<file path="src/rtl/row_steer_pkg.sv">
package row_steer_pkg;
  localparam int unsigned DUR_W = 8;

  typedef struct packed {
    logic [1:0]       level;  // bit0 gate, bit1 clear
    logic [DUR_W-1:0] dur;    // hold time minus one
    logic             last;
  } step_t;
endpackage

</file>
<file path="src/rtl/row_steer_prog.sv">
module row_steer_prog
  import row_steer_pkg::*;
#(
  parameter int unsigned N_STEP = 8,
  localparam int unsigned ST_W = $clog2(N_STEP)
) (
  input  logic            clk_i,
  input  logic            rst_ni,
  input  logic            lock_i,
  input  logic            wr_en_i,
  input  logic [ST_W-1:0] wr_addr_i,
  input  step_t           wr_step_i,
  input  logic            dir_wr_i,
  input  logic            dir_i,
  input  logic [ST_W-1:0] rd_addr_i,
  output step_t           rd_step_o,
  output logic            dir_o
);
  step_t mem_q [N_STEP];

  for (genvar s = 0; s < N_STEP; s++) begin : g_step
    always_ff @(posedge clk_i or negedge rst_ni) begin
      if (!rst_ni) mem_q[s] <= '{level: 2'b00, dur: '0, last: 1'b1};
      else if (wr_en_i && !lock_i && wr_addr_i == ST_W'(s)) mem_q[s] <= wr_step_i;
    end
  end

  always_ff @(posedge clk_i or negedge rst_ni) begin
    if (!rst_ni) dir_o <= 1'b0;
    else if (dir_wr_i && !lock_i) dir_o <= dir_i;
  end

  assign rd_step_o = mem_q[rd_addr_i];
endmodule

</file>
<file path="src/rtl/row_steer_step.sv">
module row_steer_step
  import row_steer_pkg::*;
#(
  parameter int unsigned N_STEP = 8,
  localparam int unsigned ST_W = $clog2(N_STEP)
) (
  input  logic            clk_i,
  input  logic            rst_ni,
  input  logic            run_i,
  input  step_t           cur_i,
  output logic [ST_W-1:0] idx_o,
  output logic            row_done_o
);
  logic [DUR_W-1:0] cnt_q;
  logic             step_end;

  assign step_end   = run_i && (cnt_q == cur_i.dur);
  assign row_done_o = step_end && (cur_i.last || idx_o == ST_W'(N_STEP - 1));

  always_ff @(posedge clk_i or negedge rst_ni) begin
    if (!rst_ni) begin
      idx_o <= '0;
      cnt_q <= '0;
    end else if (!run_i || row_done_o) begin
      idx_o <= '0;
      cnt_q <= '0;
    end else if (step_end) begin
      idx_o <= idx_o + 1'b1;
      cnt_q <= '0;
    end else begin
      cnt_q <= cnt_q + 1'b1;
    end
  end
endmodule

</file>
<file path="src/rtl/row_steer_chan.sv">
module row_steer_chan #(
  parameter int unsigned N_CH = 64,
  localparam int unsigned CH_W = $clog2(N_CH)
) (
  input  logic            clk_i,
  input  logic            rst_ni,
  input  logic            trig_i,
  input  logic            row_done_i,
  input  logic            dir_i,
  output logic            active_o,
  output logic [CH_W-1:0] chan_o,
  output logic            out_top_o,
  output logic            out_bot_o
);
  localparam logic [CH_W-1:0] CH_MAX = CH_W'(N_CH - 1);
  logic at_end;

  assign at_end = dir_i ? (chan_o == '0) : (chan_o == CH_MAX);

  always_ff @(posedge clk_i or negedge rst_ni) begin
    if (!rst_ni) begin
      active_o  <= 1'b0;
      chan_o    <= '0;
      out_top_o <= 1'b0;
      out_bot_o <= 1'b0;
    end else begin
      out_top_o <= 1'b0;
      out_bot_o <= 1'b0;
      if (trig_i) begin
        active_o <= 1'b1;
        chan_o   <= dir_i ? CH_MAX : '0;
      end else if (row_done_i) begin
        if (at_end) begin
          active_o  <= 1'b0;
          out_top_o <= !dir_i;
          out_bot_o <= dir_i;
        end else begin
          chan_o <= dir_i ? chan_o - 1'b1 : chan_o + 1'b1;
        end
      end
    end
  end
endmodule

</file>
<file path="src/rtl/row_steer_seq.sv">
module row_steer_seq
  import row_steer_pkg::*;
#(
  parameter int unsigned N_CH   = 64,
  parameter int unsigned N_STEP = 8,
  localparam int unsigned CH_W = $clog2(N_CH),
  localparam int unsigned ST_W = $clog2(N_STEP)
) (
  input  logic             clk_i,
  input  logic             rst_ni,
  input  logic             wr_en_i,
  input  logic [ST_W-1:0]  wr_addr_i,
  input  logic [1:0]       wr_level_i,
  input  logic [DUR_W-1:0] wr_dur_i,
  input  logic             wr_last_i,
  input  logic             dir_wr_i,
  input  logic             dir_i,
  input  logic             start_i,
  input  logic             chain_in_top_i,
  input  logic             chain_in_bottom_i,
  output logic [N_CH-1:0]  gate_o,
  output logic [N_CH-1:0]  clear_o,
  output logic             chain_out_top_o,
  output logic             chain_out_bottom_o,
  output logic             active_o,
  output logic [CH_W-1:0]  chan_o
);
  step_t           cur_step;
  logic [ST_W-1:0] step_idx;
  logic            dir_q;
  logic            row_done;
  logic            trig;

  // token from below when counting up, from above when counting down
  assign trig = !active_o &&
                (start_i || (dir_q ? chain_in_top_i : chain_in_bottom_i));

  row_steer_prog #(.N_STEP(N_STEP)) u_prog (
    .clk_i     (clk_i),
    .rst_ni    (rst_ni),
    .lock_i    (active_o),
    .wr_en_i   (wr_en_i),
    .wr_addr_i (wr_addr_i),
    .wr_step_i ('{level: wr_level_i, dur: wr_dur_i, last: wr_last_i}),
    .dir_wr_i  (dir_wr_i),
    .dir_i     (dir_i),
    .rd_addr_i (step_idx),
    .rd_step_o (cur_step),
    .dir_o     (dir_q)
  );

  row_steer_step #(.N_STEP(N_STEP)) u_step (
    .clk_i      (clk_i),
    .rst_ni     (rst_ni),
    .run_i      (active_o),
    .cur_i      (cur_step),
    .idx_o      (step_idx),
    .row_done_o (row_done)
  );

  row_steer_chan #(.N_CH(N_CH)) u_chan (
    .clk_i      (clk_i),
    .rst_ni     (rst_ni),
    .trig_i     (trig),
    .row_done_i (row_done),
    .dir_i      (dir_q),
    .active_o   (active_o),
    .chan_o     (chan_o),
    .out_top_o  (chain_out_top_o),
    .out_bot_o  (chain_out_bottom_o)
  );

  for (genvar c = 0; c < N_CH; c++) begin : g_ch
    logic sel;
    assign sel        = active_o && (chan_o == CH_W'(c));
    assign gate_o[c]  = sel && cur_step.level[0];
    assign clear_o[c] = sel && cur_step.level[1];
  end
endmodule

</file>
<file path="config.mk">
export PLATFORM = sky130hd
export DESIGN_NAME = row_steer_seq
export DESIGN_NICKNAME = d
export VERILOG_FILES = /design/src/rtl/row_steer_pkg.sv /design/src/rtl/row_steer_prog.sv /design/src/rtl/row_steer_step.sv /design/src/rtl/row_steer_chan.sv /design/src/rtl/row_steer_seq.sv
export SDC_FILE = /design/constraint.sdc
export NUM_CORES = 1
export LEC_CHECK = 0
export CAP_MARGIN = 0
export CORE_AREA = 2 2 119 121
export DETAILED_ROUTE_END_ITERATION = 8
export DIE_AREA = 0 0 121 123
export GPL_TIMING_DRIVEN = 0
export PLACE_DENSITY = 0.74
export SYNTH_ARGS = -nofsm -noshare
export SYNTH_HDL_FRONTEND = slang
export SYNTH_SLANG_ARGS = --single-unit
</file>
<file path="constraint.sdc">
create_clock -name clk_i -period 2.54 [get_ports clk_i]
set_input_delay 0.508 -clock clk_i [delete_from_list [all_inputs] [get_ports clk_i]]
set_output_delay 0.508 -clock clk_i [all_outputs]
set_load 0.01 [all_outputs]
</file>
# Yosys cells after proc, flatten, opt, wreduce, memory -nomap -nowiden
# Index checks and enable logic that the tools add are counted.
dict set report word_totals {
  regBits 109
  in_bits 22
  output_inout_bits 137
  wordCells 350
}
dict set report op_classes {
  add_sub_neg 4
  n_lt_le_gt_ge 1
  n_eq_ne 73
  n_mux 23
  n_bitwise 1
  reduce_logical 217
}
# operator n
set ops {}
lappend ops {{$logic_and A1 B1 Y1} 205}
lappend ops {{$eq A6 B6 Y1 const B} 32}
lappend ops {{$eq A6 B5 Y1 const B} 16}
lappend ops {{$eq A6 B4 Y1 const B} 8}
lappend ops {{$bmux W11 S3} 1}
lappend ops {{$mux W6} 5}
lappend ops {{$eq A6 B3 Y1 const B} 4}
lappend ops {{$mux W11} 2}
lappend ops {{$mux W8} 2}
lappend ops {{$eq A3 B3 Y1 const B} 5}
lappend ops {{$eq A6 B2 Y1 const B} 2}
lappend ops {{$mux W1} 11}
lappend ops {{$add A8 B1 Y8 const B} 1}
lappend ops {{$eq A8 B8 Y1} 1}
lappend ops {{$add A6 B1 Y6 const B} 1}
lappend ops {{$eq A3 B2 Y1 const B} 2}
lappend ops {{$eq A6 B1 Y1 const B} 1}
lappend ops {{$logic_not A6 Y1} 1}
lappend ops {{$mux W3} 2}
lappend ops {{$reduce_bool A2 Y1} 3}
lappend ops {{$sub A6 B1 Y6 const B} 1}
lappend ops {{$ge A4 B4 Y1 const B} 1}
lappend ops {{$not A3 Y4} 1}
lappend ops {{$reduce_and A2 Y1} 2}
lappend ops {{6 further kinds} 9}

# Logic depth before layout (Yosys ltp)
dict set report depth {
  depth_word 9
  depth_mapped 12
  depth_no_buf 9
}

# Modules after synthesis
# Synthesis repeated with hierarchy kept, for this count alone.
dict set report hier_totals {
  hier_cells 543
  area_unflattened_um2 6239.7
}
# module n_inst cells_each area_per_inst_um2 seq_area_each_um2
set by_module_without_submodules {}
lappend by_module_without_submodules {row_steer_prog 1 237 4100.2 2237.1}
lappend by_module_without_submodules {row_steer_seq 1 183 913.4 0.0}
lappend by_module_without_submodules {row_steer_chan 1 64 613.1 225.2}
lappend by_module_without_submodules {row_steer_step 1 59 613.1 275.3}

# Least setup slack after synthesis
# No wires, ideal clock.
dict set report synth_path {
  path_kind {register -> register}
  start {register u_step.idx_o[1]}
  end {register u_chan.chan_o[2]}
  setup_ps 131
  t_arrival_ps 2555
  required_time_ps 2409
  setup_slack_ps -146
  path_stages_with_launch 11
  path_buffers 2
  synth_period_minus_slack_ps 2686
  cell_sequence {dfrtp_1 > buf_2 > buf_2 > mux2i_1 > mux4_2 > xor2_1 > nand3_1 > nor4_4 > nand2_2 > and3_1 > or3_1}
}
dict set report synth_between {
  elab_chain_len 9
  elab_cells_between_ends 11
  classes_between {eq/ne (2); mux (3); bitwise (1); reduce/logical (5)}
}
# element line
set synth_rtl {}
lappend synth_rtl {{start, declared} row_steer_step.sv:11} ;# output logic [ST_W-1:0] idx_o,
lappend synth_rtl {{start signal, assigned} row_steer_step.sv:28} ;# idx_o <= idx_o + 1'b1;
lappend synth_rtl {{$not A3 Y4 (implied by the code)} row_steer_prog.sv:33} ;# assign rd_step_o = mem_q[rd_addr_i];
lappend synth_rtl {{$bmux W11 S3} row_steer_prog.sv:33}
lappend synth_rtl {{$mux W11 (implied by the code) (2 in series)} row_steer_prog.sv:33}
lappend synth_rtl {{$eq A8 B8 Y1} row_steer_step.sv:17} ;# assign step_end = run_i && (cnt_q == cur_i.dur);
lappend synth_rtl {{$logic_and A1 B1 Y1} row_steer_step.sv:17}
lappend synth_rtl {{$logic_and A1 B1 Y1 *} row_steer_step.sv:18} ;# assign row_done_o = step_end && (cur_i.last || idx_o == ST_W'(N_STEP - 1));
lappend synth_rtl {{$reduce_bool A2 Y1 (no source line) *} n/a}
lappend synth_rtl {{$reduce_and A2 Y1 (no source line) *} n/a}
lappend synth_rtl {{end signal, assigned} row_steer_chan.sv:31} ;# chan_o <= dir_i ? CH_MAX : '0;
lappend synth_rtl {{end signal, assigned} row_steer_chan.sv:38} ;# chan_o <= dir_i ? chan_o - 1'b1 : chan_o + 1'b1;
lappend synth_rtl {{end, declared} row_steer_chan.sv:11} ;# output logic [CH_W-1:0] chan_o,
# Mark *: on every way between the ends. The rest lies on a longest branch, timed or not. The select of a mux whose other input is x is not followed.
# A chain may end at the register's enable or synchronous reset.

# Worst setup path in the final report
dict set report layout_path {
  start {register u_step.idx_o[0]}
  end {output gate_o[53]}
}
dict set report layout_between {
  elab_chain_len 5
}
# element line
set layout_rtl {}
lappend layout_rtl {{$not A3 Y4 (implied by the code)} row_steer_prog.sv:33}
lappend layout_rtl {{$bmux W11 S3} row_steer_prog.sv:33}
lappend layout_rtl {{$mux W11 (implied by the code) (2 in series)} row_steer_prog.sv:33}
lappend layout_rtl {{$logic_and A1 B1 Y1} row_steer_seq.sv:76} ;# assign gate_o[c] = sel && cur_step.level[0];
lappend layout_rtl {{end, declared} row_steer_seq.sv:21} ;# output logic [N_CH-1:0] gate_o,
# No other way between the ends. The select of a mux whose other input is x is not followed.

==> metrics <==
multi-input logic area=3552 µm²; Pleak=4.128 nW; Final Max Slew Viols=0; R2R setup slack=-0.34 ns; sw power=2.000 mW; CTS tree=yes; clock sinks=109; Placed Area=7870 µm²; internal power=3.580 mW; most frequent cells in the layout=buf_2, dfrtp_1, mux2_2; DRT iter0 DRCs=331; clock latency on the worst-skew pair=0.35 ns; Crit path required time=2.03 ns; antenna fix cells=0; antenna viol nets, final=0; Horiz. Die Dim=121 µm; DRT Pass-1 Iters=5; Clock Skew=0.008642 ns; Die ar.=14880 µm²; worst-path fanout max=6; gpl congestion=0.9138; Layout fillers=1074; port bufs=158; num ports=159; Slew HR=45.24%; vias per inst=5.604; Worst-Margin Slew=0.8214 ns; Sw Share=35.84%; total CTS buffers=9; Critical R2R Capture=u_chan.chan_o[2]; clock buffer depth=2; Finished Cell Area=8710 µm²; setup violators final=148; Flop pwr share=35.9%; area growth from synthesis to layout=45.08%; mapped cell area=6003 µm²; post-DR wirelength/cell=19.91 µm; critical path arrival=2.46 ns; Peak supply drop=0.4067 mV; Post-synth EDFFs=0; Synth Register Bits=109; initial antenna violation count=0; Fmax achieved=0.3374 GHz; fin crit share=116.7%; final WL=19290 µm; clk root buf=clkbuf_16; Hold Path Class=in -> async; FFs w/ async S/R, synth=100.0%; post-synthesis cell count=575; Critical R2R Launch=u_step.idx_o[0]; Layout Nets=814; DRC=0; total congestion overflow=0; Power Density=640.6 nW/µm²; CTS clk-pin slew, worst paths=0.08 ns; share of cells above drive strength 1=53.87%; worst setup path startpoint=u_step.idx_o[0]; critical setup path kind=reg -> out; register area share after synthesis=45.60%; RSZ-0062 raised after global routing=true; Comb pwr share=39.1%; commonest non-fill, non-tap cell in the layout=buf_2; failing checks=setup timing; CP Launch Type=flop; area of the core=13610 µm²; Die Height=123 µm; Reg2Reg Depth=9; Place WS=-0.8971 ns; register area=2739 µm²; syn nets=605; Clk pwr share=25.0%; number of failing hold endpoints at the final stage=0; GRT Overall Usage=25.07%; vias in the first global route=5176; outcome=finished with violations; largest net degree at the start of global routing=68; Distinct cells, synth=46; Avg Cell Area, Syn=10.44 µm²; vias=5430; H-tree depth=3; max-cap viol count=0; post-route setup slack=-0.4238 ns; critical path endpoint category=output pin; YS warnings=0; top_reg_cell synth=dfrtp_1; global-route wire length before repair=28720 µm; Rows=43; hpwl dp=12470 µm; Starting Density=44.10%; Tmin final=2.964 ns
==> power by group through the flow <==
stage	clock network, mW	logic, mW	registers (mW)
3_5_place_dp	0	1.52	2.00
2_1_floorplan	0	1.08	1.98
3_3_place_gp	0	1.47	2.00
5_1_grt	1.50	2.33	2.02
4_1_cts	1.42	1.81	1.97
6_report	1.40	2.18	2.00
==> per-layer routing <==
layer  up-vias  track usage, %  wire length (µm)
met5         -               0                 0
met4         0           9.811               567
met3        48           5.212              1320
met2       244           44.52             10050
met1      2729           29.82              7353
li1       2409               -                 -
==> worst max-delay path, stage by stage (launching register included) <==
cell and delay [ns]:
dfrtp_2 0.45, buf_12 0.13, buf_12 0.12, mux4_2 0.53
mux2i_4 0.24, nor2b_2 0.11, nand3_2 0.14, clkbuf_8 0.18
nor2_1 0.04, buf_2 0.16
==> worst max-delay path by stage <==
stage | endpoint | slack (ns) | depth (start not counted)
floorplan | u_chan.chan_o[4] | -0.1 | 10
global placement | u_prog.mem_q[9] | -2.94 | 1
global route | gate_o[61] | -0.46 | 9
detailed placement | gate_o[56] | -0.90 | 10
finish | gate_o[53] | -0.42 | 9
CTS | gate_o[15] | -0.38 | 10
==> flip-flops by register name, summed over array words and instances (netlist names) <==
signal	count
u_step.cnt_q	8
u_chan.out_top_o	1
u_step.idx_o	3
u_chan.chan_o	6
u_prog.dir_o	1
u_chan.active_o	1
u_prog.mem_q	88
u_chan.out_bot_o	1
==> cell type report <==
cell class	count	area share [%]
multi-input cells	422	40.78
flip-flops and latches	109	31.45
repair buffers	199	17.58
plain buffers	32	3.649
clock buffers	9	2.586
well taps	180	2.586
clock inverters	7	0.8476
inverters	11	0.5172
==> synth_stat cells (all sizes together), types with 2 or more instances <==
master | n | share of area, %
a211oi | 2 | 0.25
a21oi | 3 | 0.25
a22o | 3 | 0.44
a22oi | 2 | 0.25
a31o | 2 | 0.29
a31oi | 5 | 0.52
and3 | 7 | 0.73
buf | 10 | 1.1
clkbuf | 23 | 1.4
dfrtp | 101 | 42
dfstp | 8 | 3.5
ha | 8 | 1.7
inv | 10 | 0.63
mux2 | 94 | 18
mux2i | 23 | 3.8
mux4 | 13 | 4.9
nand2 | 24 | 1.5
nand2b | 3 | 0.31
nand3 | 19 | 1.6
nand3b | 4 | 0.50
nand4 | 2 | 0.21
nor2 | 153 | 9.6
nor2b | 6 | 0.63
nor3 | 4 | 0.33
nor3b | 3 | 0.38
nor4 | 2 | 0.46
o21ai | 7 | 0.58
o22ai | 5 | 0.52
or2 | 2 | 0.21
or3 | 4 | 0.42
xnor2 | 5 | 0.73
xor2 | 8 | 1.2
==> cell families after synthesis <==
| kind of cell | synth area share, % |
|---|---|
| and+or+nand+nor | 17.53 |
| muxes | 26.34 |
| DFF | 45.60 |
| buffers and inverters | 3.251 |
| AOI/OAI and AO/OA | 3.710 |
| xor gates and xnor gates | 1.897 |
| adders and majority gates | 1.667 |
==> timing repair <==
action / CTS / global route
endpoints found under the setup margin: 168 / 179
setup buffers: 20 / 9
gates resized for setup: 605 / 143
gates cloned: 10 / 1
hold buffers: 0 / 0
pin swaps: 73 / 15
==> through the flow <==
stage / setup TNS (ns) / std cells / hold WS (ns) / util (%) / total power [mW]
finish: -48.58 / 969 / 0.1603 / 63.99 / 5.580
global route: -59.09 / 969 / 0.1975 / 63.99 / 5.849
CTS: -46.50 / 960 / 0.1767 / 59.53 / 5.198
detailed placement: -101.11 / 914 / 0.4904 / 57.82 / 3.523
global placement: -406.92 / 913 / 0.4820 / 57.63 / 3.469
floorplan: -0.1952 / 575 / 0.2124 / - / 3.056
Power figures use the tool's default switching activity.
